[src/rtl/audio_chain_dma.sv]
module audio_chain_dma #(
  parameter int QW = 8
) (
  input  logic        clk,
  input  logic        rst_n,
  input  logic        reg_we,
  input  logic [2:0]  reg_addr,
  input  logic [31:0] reg_wdata,
  output logic [31:0] reg_rdata,
  output logic        mem_req,
  output logic        mem_we,
  output logic [31:0] mem_addr,
  output logic [1:0]  mem_size,
  output logic [31:0] mem_wdata,
  input  logic [31:0] mem_rdata,
  input  logic        mem_ack,
  input  logic        mem_err,
  input  logic        per_req,
  output logic        irq
);
  localparam int MTOP = 10 + QW;

  typedef enum logic [2:0] {S_IDLE, S_FETCH, S_WAIT, S_RD, S_WR} st_t;

  st_t          st;
  logic [MTOP:2] mode_q;
  logic         eos_q, pe_q, te_q;
  logic [31:0]  fda_q, bcr_q, src_q, dst_q, nxt_q, desc_q, data_q;
  logic [1:0]   idx_q;
  logic [QW:0]  burst_q;

  function automatic logic [31:0] lane_off(input logic [1:0] c);
    return (c == 2'd0) ? 32'd3 : (c == 2'd1) ? 32'd2 : 32'd0;
  endfunction

  wire        ext    = mode_q[2];
  wire        shold  = mode_q[3];
  wire        dhold  = mode_q[4];
  wire [1:0]  ssz    = mode_q[6:5];
  wire [1:0]  dsz    = mode_q[8:7];
  wire [QW:0] quota  = {1'b0, mode_q[MTOP:11]};
  wire [QW:0] beat9  = (QW+1)'(1) << ssz;
  wire [31:0] beat   = 32'd1 << ssz;
  wire        last   = bcr_q <= beat;

  wire        wr_mode = reg_we && reg_addr == 3'd0;
  wire        wr_stat = reg_we && reg_addr == 3'd1;
  wire        sz_bad  = reg_wdata[6:5] == 2'd3 || reg_wdata[6:5] != reg_wdata[8:7];
  wire        pe_set  = wr_mode && ((reg_wdata[2] && !ext && bcr_q != 32'd0) ||
                                    (reg_wdata[0] && sz_bad));
  wire        abort   = wr_mode && reg_wdata[1];
  wire        start   = wr_mode && reg_wdata[0] && !reg_wdata[1] && !pe_set && st == S_IDLE;

  assign mem_req   = st == S_FETCH || st == S_RD || st == S_WR;
  assign mem_we    = st == S_WR;
  assign mem_wdata = data_q;
  assign mem_size  = (st == S_FETCH) ? 2'd2 : (st == S_RD) ? ssz : dsz;
  assign mem_addr  = (st == S_FETCH) ? desc_q + {28'd0, idx_q, 2'b00} :
                     (st == S_RD)    ? (shold ? src_q + lane_off(ssz) : src_q) :
                                       (dhold ? dst_q + lane_off(dsz) : dst_q);

  assign irq = (eos_q && mode_q[9]) || ((pe_q || te_q) && mode_q[10]);

  always_comb begin
    case (reg_addr)
      3'd0:    reg_rdata = 32'(mode_q) << 2;
      3'd1:    reg_rdata = {28'd0, st != S_IDLE, te_q, pe_q, eos_q};
      3'd2:    reg_rdata = fda_q;
      3'd3:    reg_rdata = bcr_q;
      3'd4:    reg_rdata = src_q;
      3'd5:    reg_rdata = dst_q;
      default: reg_rdata = 32'd0;
    endcase
  end

  always_ff @(posedge clk or negedge rst_n) begin
    if (!rst_n) begin
      st <= S_IDLE;
      mode_q <= '0;
      {eos_q, pe_q, te_q} <= 3'b000;
      fda_q <= '0; bcr_q <= '0; src_q <= '0; dst_q <= '0;
      nxt_q <= '0; desc_q <= '0; data_q <= '0;
      idx_q <= '0; burst_q <= '0;
    end else begin
      if (wr_stat) begin
        if (reg_wdata[0]) eos_q <= 1'b0;
        if (reg_wdata[1]) pe_q  <= 1'b0;
        if (reg_wdata[2]) te_q  <= 1'b0;
      end
      if (pe_set) pe_q <= 1'b1;
      if (abort)       mode_q <= '0;
      else if (wr_mode) begin
        mode_q <= reg_wdata[MTOP:2];
        if (pe_set) mode_q[2] <= 1'b0;
      end
      if (reg_we && reg_addr == 3'd2) fda_q <= reg_wdata;
      if (reg_we && reg_addr == 3'd3 && st == S_IDLE) bcr_q <= reg_wdata;

      if (abort) st <= S_IDLE;
      else begin
        case (st)
          S_IDLE: if (start) begin
            desc_q <= fda_q; idx_q <= 2'd0; st <= S_FETCH;
          end
          S_FETCH: if (mem_ack) begin
            if (mem_err) begin te_q <= 1'b1; st <= S_IDLE; end
            else begin
              case (idx_q)
                2'd0: src_q <= mem_rdata;
                2'd1: dst_q <= mem_rdata;
                2'd2: bcr_q <= mem_rdata;
                default: nxt_q <= mem_rdata;
              endcase
              idx_q <= idx_q + 2'd1;
              if (idx_q == 2'd3) st <= S_WAIT;
            end
          end
          S_WAIT: if (!ext || per_req) begin
            burst_q <= '0; st <= S_RD;
          end
          S_RD: if (mem_ack) begin
            if (mem_err) begin te_q <= 1'b1; st <= S_IDLE; end
            else begin data_q <= mem_rdata; st <= S_WR; end
          end
          S_WR: if (mem_ack) begin
            if (mem_err) begin te_q <= 1'b1; st <= S_IDLE; end
            else begin
              if (!shold) src_q <= src_q + beat;
              if (!dhold) dst_q <= dst_q + beat;
              bcr_q <= last ? 32'd0 : bcr_q - beat;
              if (last) begin
                eos_q <= 1'b1; desc_q <= nxt_q; idx_q <= 2'd0; st <= S_FETCH;
              end else if (burst_q + beat9 >= quota) st <= S_WAIT;
              else begin burst_q <= burst_q + beat9; st <= S_RD; end
            end
          end
          default: st <= S_IDLE;
        endcase
      end
    end
  end


  idle_quiet_chk: assert property (@(posedge clk) disable iff (!rst_n)
    st == S_IDLE |-> !mem_req);

  size_legal_chk: assert property (@(posedge clk) disable iff (!rst_n)
    mem_req |-> mem_size != 2'd3);

  count_down_chk: assert property (@(posedge clk) disable iff (!rst_n)
    (st == S_WR && mem_ack && !mem_err) |=> bcr_q <= $past(bcr_q));

  dst_held_chk: assert property (@(posedge clk) disable iff (!rst_n)
    (st == S_WR && mem_ack && !mem_err && dhold) |=> $stable(dst_q));

  eos_origin_chk: assert property (@(posedge clk) disable iff (!rst_n)
    $rose(eos_q) |-> $past(st == S_WR && mem_ack));

  pace_hold_chk: assert property (@(posedge clk) disable iff (!rst_n)
    (st == S_WAIT && ext && !per_req) |=> !mem_req);

  abort_stop_chk: assert property (@(posedge clk) disable iff (!rst_n)
    (reg_we && reg_addr == 3'd0 && reg_wdata[1]) |=> !mem_req);
endmodule

[config.mk]
export PLATFORM = sky130hd
export DESIGN_NAME = audio_chain_dma
export DESIGN_NICKNAME = d
export VERILOG_FILES = /design/src/rtl/audio_chain_dma.sv
export SDC_FILE = /design/constraint.sdc
export NUM_CORES = 1
export LEC_CHECK = 0
export BUFFER_PORTS_ARGS = -buffer_cell sky130_fd_sc_hd__buf_2
export CORE_ASPECT_RATIO = 0.6
export CORE_MARGIN = 4
export CORE_UTILIZATION = 61
export CTS_BUF_LIST = sky130_fd_sc_hd__clkbuf_8
export DETAILED_ROUTE_END_ITERATION = 10
export PLACE_DENSITY = 0.82
export SKIP_CTS_REPAIR_TIMING = 1
export SLEW_MARGIN = 10
export SYNTH_ARGS = -nofsm -noshare
export SYNTH_HDL_FRONTEND = slang
export SYNTH_SLANG_ARGS = --single-unit
export TNS_END_PERCENT = 10
[constraint.sdc]
create_clock -name clk -period 4.15 [get_ports clk]
set_input_delay 0.2075 -clock clk [delete_from_list [all_inputs] [get_ports clk]]
set_output_delay 0.2075 -clock clk [all_outputs]
set_load 0.01 [all_outputs]
-- After elaboration in Yosys (flattened, before gate mapping)
Cells that the tools add are included.
- add/subtract/negate cells: 8
- multipliers: 0
- div/mod/pow operators: 0
- order comparisons: 2
- eq/ne operators: 35
- shifts and indexed selects: 2
- multiplexer cells: 84
- bitwise gates (word level): 3
- reduce and logical (&&, ||, !) cells: 51
- operators by type and width (cell ; number):
    2-to-1 mux 32 bit ; 28
    case mux 32 bit (2 select lines) ; 4
    case mux 32 bit (6 select lines) ; 1
    adder 32 x 2 -> 32 bit ; 2
    adder 32 bit ; 2
    2-to-1 mux 9 bit ; 5
    2-to-1 mux 17 bit ; 2
    adder 32 x 4 -> 32 bit ; 1
    less-or-equal comparator 32 bit ; 1
    nonzero test 32 bit ; 1
    << shifter 1 x 2 -> 32 bit (first input constant) ; 1
    subtractor 32 bit ; 1
    2-to-1 mux 2 bit ; 14
    2-to-1 mux 3 bit ; 9
    AND reduction 8 bit ; 3
    2-to-1 mux 1 bit ; 18
    != test 2 bit (second input constant) ; 9
    case mux 9 bit (2 select lines) ; 1
    logical AND 1 bit ; 16
    case mux 3 bit (5 select lines) ; 1
    == test 3 x 2 -> 1 bit (second input constant) ; 4
    != test 3 bit (second input constant) ; 4
    AND reduction 6 bit ; 2
    nonzero test 2 bit ; 6
    other kinds (24) ; 49
- bits in registers: 258
- latch bits: 0
- bits in writable memories: 0
- bits in read-only memories: 0
- input bits: 73
- memories: 0

-- Longest topological paths before layout
- depth in word-level cells: 11
- depth in mapped cells: 17

-- Worst setup path before layout
No wires, ideal clock.
- kind: reg2reg
- start point: register mode_q[5] (netlist name)
- end point: register burst_q[0]
- setup time: 0.068 ns
- data arrival time: 3.555 ns
- required time: 4.082 ns
- setup slack: 0.526 ns
- cell stages (with the launch flop): 17
- path buffers: 1
- clock period less this slack: 3.624 ns
- cells stage by stage: dfrtp_1 > clkbuf_1 > nor2_1 > ha_1 > ha_1 > and2_1 > a31oi_1 > a21boi_0 > nor2_1 > xnor2_1 > ha_1 > a21o_1 > a211o_1 > a41oi_1 > o21bai_1 > nor3_1 > a22o_1
- word-level cells in the longest chain between the ends: 7
- elaborated cells on any way between the ends: 13
- classes of those cells: add/sub: 1; order compare: 2; eq/ne: 2; shift: 2; mux: 5; reduce/logical: 1
- ends and longest elaborated chain (element ; RTL line ; RTL):
    from (decl) ; 26 ; logic [MTOP:2] mode_q;
    from (signal assigned) ; 93 ; mode_q <= reg_wdata[MTOP:2];
    parallel branches: the longest is 7 deep, another holds adder 9 bit ; - ;
    to (signal assigned) ; 83 ; idx_q <= '0; burst_q <= '0;
    to (signal assigned) ; 119 ; burst_q <= '0; st <= S_RD;
    to (signal assigned) ; 134 ; else begin burst_q <= burst_q + beat9; st <= S_RD; end
    to (decl) ; 30 ; logic [QW:0] burst_q;
Several ways; the timed one is not identified. The select of a mux whose other input is x is not followed.
A chain may end at the register's enable or synchronous reset.

-- Worst setup path in the final report
- start point: register mode_q[7] (netlist name)
- end point: output port mem_addr[28]
- word-level cells in the longest chain between the ends: 7
- elaborated cells on any way between the ends: 8
- classes of those cells: add/sub: 1; eq/ne: 1; mux: 5; reduce/logical: 1
- ends and longest elaborated chain (element ; RTL line ; RTL):
    == test 2 x 1 -> 1 bit ; 33 ; return (c == 2'd0) ? 32'd3 : (c == 2'd1) ? 32'd2 : 32'd0;
    2-to-1 mux 2 bit ; 33 ;
    2-to-1 mux 2 bit (*) ; 33 ;
    adder 32 x 2 -> 32 bit (*) ; 60 ; (dhold ? dst_q + lane_off(dsz) : dst_q);
    2-to-1 mux 32 bit (*) ; 60 ;
    2-to-1 mux 32 bit (*) ; 59 ; (st == S_RD) ? (shold ? src_q + lane_off(ssz) : src_q) :
    2-to-1 mux 32 bit (*) ; 58 ; assign mem_addr = (st == S_FETCH) ? desc_q + {28'd0, idx_q, 2'b00} :
    to (decl) ; 12 ; output logic [31:0] mem_addr,
Every way passes the cells marked *; elsewhere a longest branch is shown, timed or not.

==> metrics.md <==
| Metric | Value |
|---|---|
| CTS buffer count | 41 |
| Crit-path max FO | 7 |
| Pwr/cell area | about 700 nW/um^2 |
| Register area | 6460 um^2 |
| Fin. max-slew vios | 0 |
| Yosys top cell by area | dfrtp_1 |
| Post-Route WL | 71.6 mm |
| # setup viols final | 0 |
| M1 WL | about 28 mm |
| Syn-to-layout area delta | 15.1% |
| DRC | 0 |
| TritonRoute pass-1 iters | 6 |
| Met2 WL | about 28 mm |
| Fillcell total | between 2k and 2.5k |
| Hold Path Class | in2reg |
| Die Y | around 140 um |
| Pin count of the biggest net entering global routing | ~120 |
| Fmax | roughly 240 MHz |
| Most common cell after layout, fill and taps aside | dfrtp_1 |
| Vias | 17.8k |
| CP arrival | slightly below 4 ns |
| Post-synthesis sequential area ratio | 37.1% |
| Reg2reg path depth | 16 |
| FF-to-FF Start | mode_q[5]$_DFFE_PN0P_ |
| Worst Max-Slew Pin Slew | 1.16 ns |
| Count of flip-flops with a built-in enable after synthesis | 0 |
| Post-synth top area share | a little under two fifths |
| Register bit total from synthesis | 258 |
| Row cnt | 47 |
| Final hold slack | 0.00156 ns |
| Area contributors post-synth | dfrtp_1, mux2_2, mux2i_1 |
| Inserted Diodes | 0 |
| 1st-iter DRT viols | about 3.5k |
| CP startpoint kind | register |
| Vias per cell | around 7.1 |
| Vias in the first global route | 16.4k |
| Critical Path Sink Type | output pin |
| Htree depth | 2 |
| Placed Cells | ~2.4k |
| TritonCTS Sinks | around 260 |
| Syn Inst Count | slightly below 2k |
| Die ar. | around 31000 um^2 |
| Top sig layer | met5 |
| Power Total | 14.2 mW |
| RR Endpoint | burst_q[6]$_DFFE_PN0P_ |
| Skew-Pair Late Insertion Delay | approximately 0.60 ns |
| All-layer global routing usage | between 40% and 50% |
| Initial core utilization | between 60% and 70% |
| Gpl congestion | slightly above 1 |
| Dpl hpwl | 51.5 mm |
| Fin nets | approximately 2.2k |
| TritonCTS clock tree | built |
| Worst EP required | 3.94 ns |
| DR WL met3 | 13.8 mm |
| Die Wd | 226 um |
| Max_slew headroom | a little under a quarter |
| CTS max path bufs | 3 |
| RSZ-0062 raised after global routing | false |
| Finished Layout Cells | around 2.5k |
| WHS Path Cells | 2 |
| WL/cell | ~28 um |
| Total gr overflow | 0 |
| Synth cell types | between 70 and 80 |
| Period minus WS final | slightly above 4 ns |
| Core area | 27800 um^2 |
| Commonest non-fill, non-tap cells in the layout | dfrtp_1, nand2_1, buf_2, nor2_1, mux2i_1 |
| Max Cap Viol | 0 |
| LEAKAGE | between 8 and 9 nW |
| Clk slew on worst S/H paths | approximately 0.06 ns |
| Top_reg_cell synth | dfrtp_1 |
| Port bufs | around 170 |
| Peak VDD IR | around 490 uV |
| Yosys Warn Count | 0 |
| Syn Nets | 2046 |
| Routed Antenna Nets | 0 |
| Tcrit/Tclk final | between 90% and 100% |
| IO Count | ~170 |
| Ys async rst share | between 90% and 100% |
| Clk_skew | around 0.019 ns |
| Outcome | completed |
| Worst Setup Path Type | reg2out |
| Area of the multi-input gates | just over 10000 um^2 |
| Worst hold start | reg_wdata[5] |
| Worst reg-to-reg setup slack | about 0.37 ns |
| Worst slack at placement | approximately 0.38 ns |
| Number of antenna violations at the first check in global routing | 3 |
| Mapped Avg Cell Area | ~9.0 um^2 |
| Fin. Hold Viols | 0 |
| Setup TNS | 0 ns |
| Synthesized cell area | 17400 um^2 |
| Hold EP | fda_q[5]$_DFFE_PN0P_ |
| Root buf cell | clkbuf_8 |
| Layout cells sized above 1 | 21.7% |
| Final WS setup | 0.0287 ns |
| First-pass GRT wire length | approximately 100 mm |
[logic make-up (layout without fill, tap and decap cells)]
logic type | Yosys count | count (layout) | share of synthesized area (%)
xor gates and xnor gates | 129 | 129 | 6.49
muxes | 214 | 214 | 13.0
DFF | 258 | 258 | 37.1
buffers and inverters | 189 | 397 | 4.38
adders and majority gates | 38 | 38 | 2.86
and+or+nand+nor | 620 | 620 | 16.7
AOI/OAI and AO/OA | 490 | 490 | 19.4
[final cells by class]
| class | instances | area share [%] |
|---|---|---|
| tap | 367 | 2.29 |
| timing repair buffer | 281 | 9.24 |
| sequential | 258 | 32.2 |
| clock buffer | 55 | 3.78 |
| multi-input combinational | 1491 | 51.1 |
| clock inverter | 21 | 0.643 |
| inverter | 40 | 0.761 |
[sequential cells by signal, indices dropped and copies added (netlist names), 9 cells and up]
name and cells:
src_q 32, bcr_q 32, mem_wdata 32, desc_q 32
mode_q 17, fda_q 32, dst_q 32, burst_q 9
nxt_q 32
[metal layers]
layer | GRT usage (%) | vias to the layer above
met5 | 1.08 | -
met4 | 9.41 | 8
met3 | 23.0 | 182
met2 | 55.2 | 1527
met1 | 65.2 | 8641
li1 | - | 7456
[power breakdown]
| group | leakage [nW] | switching, mW | internal (mW) |
|---|---|---|---|
| Clock | 0.497 | 1.16 | 1.26 |
| Combinational | 4.71 | 4.17 | 2.74 |
| Sequential | 3.26 | 1.50 | 3.40 |
| Total | 8.47 | 6.83 | 7.40 |
[per-stage QoR]
step	area, um^2	utilization (%)
2_1_floorplan	17400	-
3_3_place_gp	18700	67.1
3_5_place_dp	18700	67.1
4_1_cts	19600	70.3
5_1_grt	20000	72.1
6_report	20000	72.1
[Yosys cell counts, types with 5 or more instances]
| cell | number |
|---|---|
| and3_1 | 20 |
| clkbuf_1 | 131 |
| a21oi_1 | 103 |
| or3_1 | 13 |
| nor2_1 | 165 |
| xor2_1 | 44 |
| o32ai_1 | 6 |
| o221ai_1 | 52 |
| nor2b_1 | 11 |
| nand4_1 | 43 |
| nand2b_1 | 10 |
| o21a_1 | 7 |
| a21oi_2 | 28 |
| o22a_1 | 16 |
| a22oi_1 | 24 |
| a31o_2 | 9 |
| nor4_1 | 20 |
| buf_6 | 7 |
| or2_2 | 5 |
| nand2_1 | 197 |
| o311ai_0 | 10 |
| ha_1 | 31 |
| xnor2_1 | 85 |
| dfrtp_1 | 258 |
| a21o_1 | 9 |
| o211ai_1 | 16 |
| mux2i_1 | 113 |
| and4_1 | 7 |
| a31oi_1 | 20 |
| a2bb2oi_1 | 10 |
| nand3_1 | 57 |
| o22ai_1 | 41 |
| inv_1 | 39 |
| and2_1 | 11 |
| buf_1 | 10 |
| a211oi_1 | 5 |
| a22o_1 | 8 |
| nor3_1 | 41 |
| o21ai_0 | 86 |
| mux2_2 | 101 |
[worst max-delay path by stage]
stage | startpoint | end | slack [ns] | depth (start not counted)
floorplan | mode_q[5]$_DFFE_PN0P_ | burst_q[0]$_DFFE_PN0P_ | 0.53 | 16
global placement | mode_q[5]$_DFFE_PN0P_ | burst_q[2]$_DFFE_PN0P_ | 0.49 | 16
detailed placement | mode_q[5]$_DFFE_PN0P_ | burst_q[6]$_DFFE_PN0P_ | 0.38 | 16
CTS | idx_q[0]$_DFFE_PN0P_ | mem_addr[30] | 0.19 | 11
global route | mode_q[7]$_DFFE_PN0P_ | mem_addr[28] | 0.004 | 12
finish | mode_q[7]$_DFFE_PN0P_ | mem_addr[28] | 0.03 | 12
[critical path, stage by stage, from the launching register on]
cell,delay (ns)
dfrtp_1,0.44
nor2_1,0.15
ha_1,0.22
fa_1,0.20
nand4_1,0.08
buf_4,0.20
nor4_1,0.59
nand4_1,0.43
nor2_1,0.22
xor2_1,0.38
a22oi_1,0.12
o21ai_0,0.12
buf_2,0.17
No activity file was read; power rests on OpenSTA's default activity.
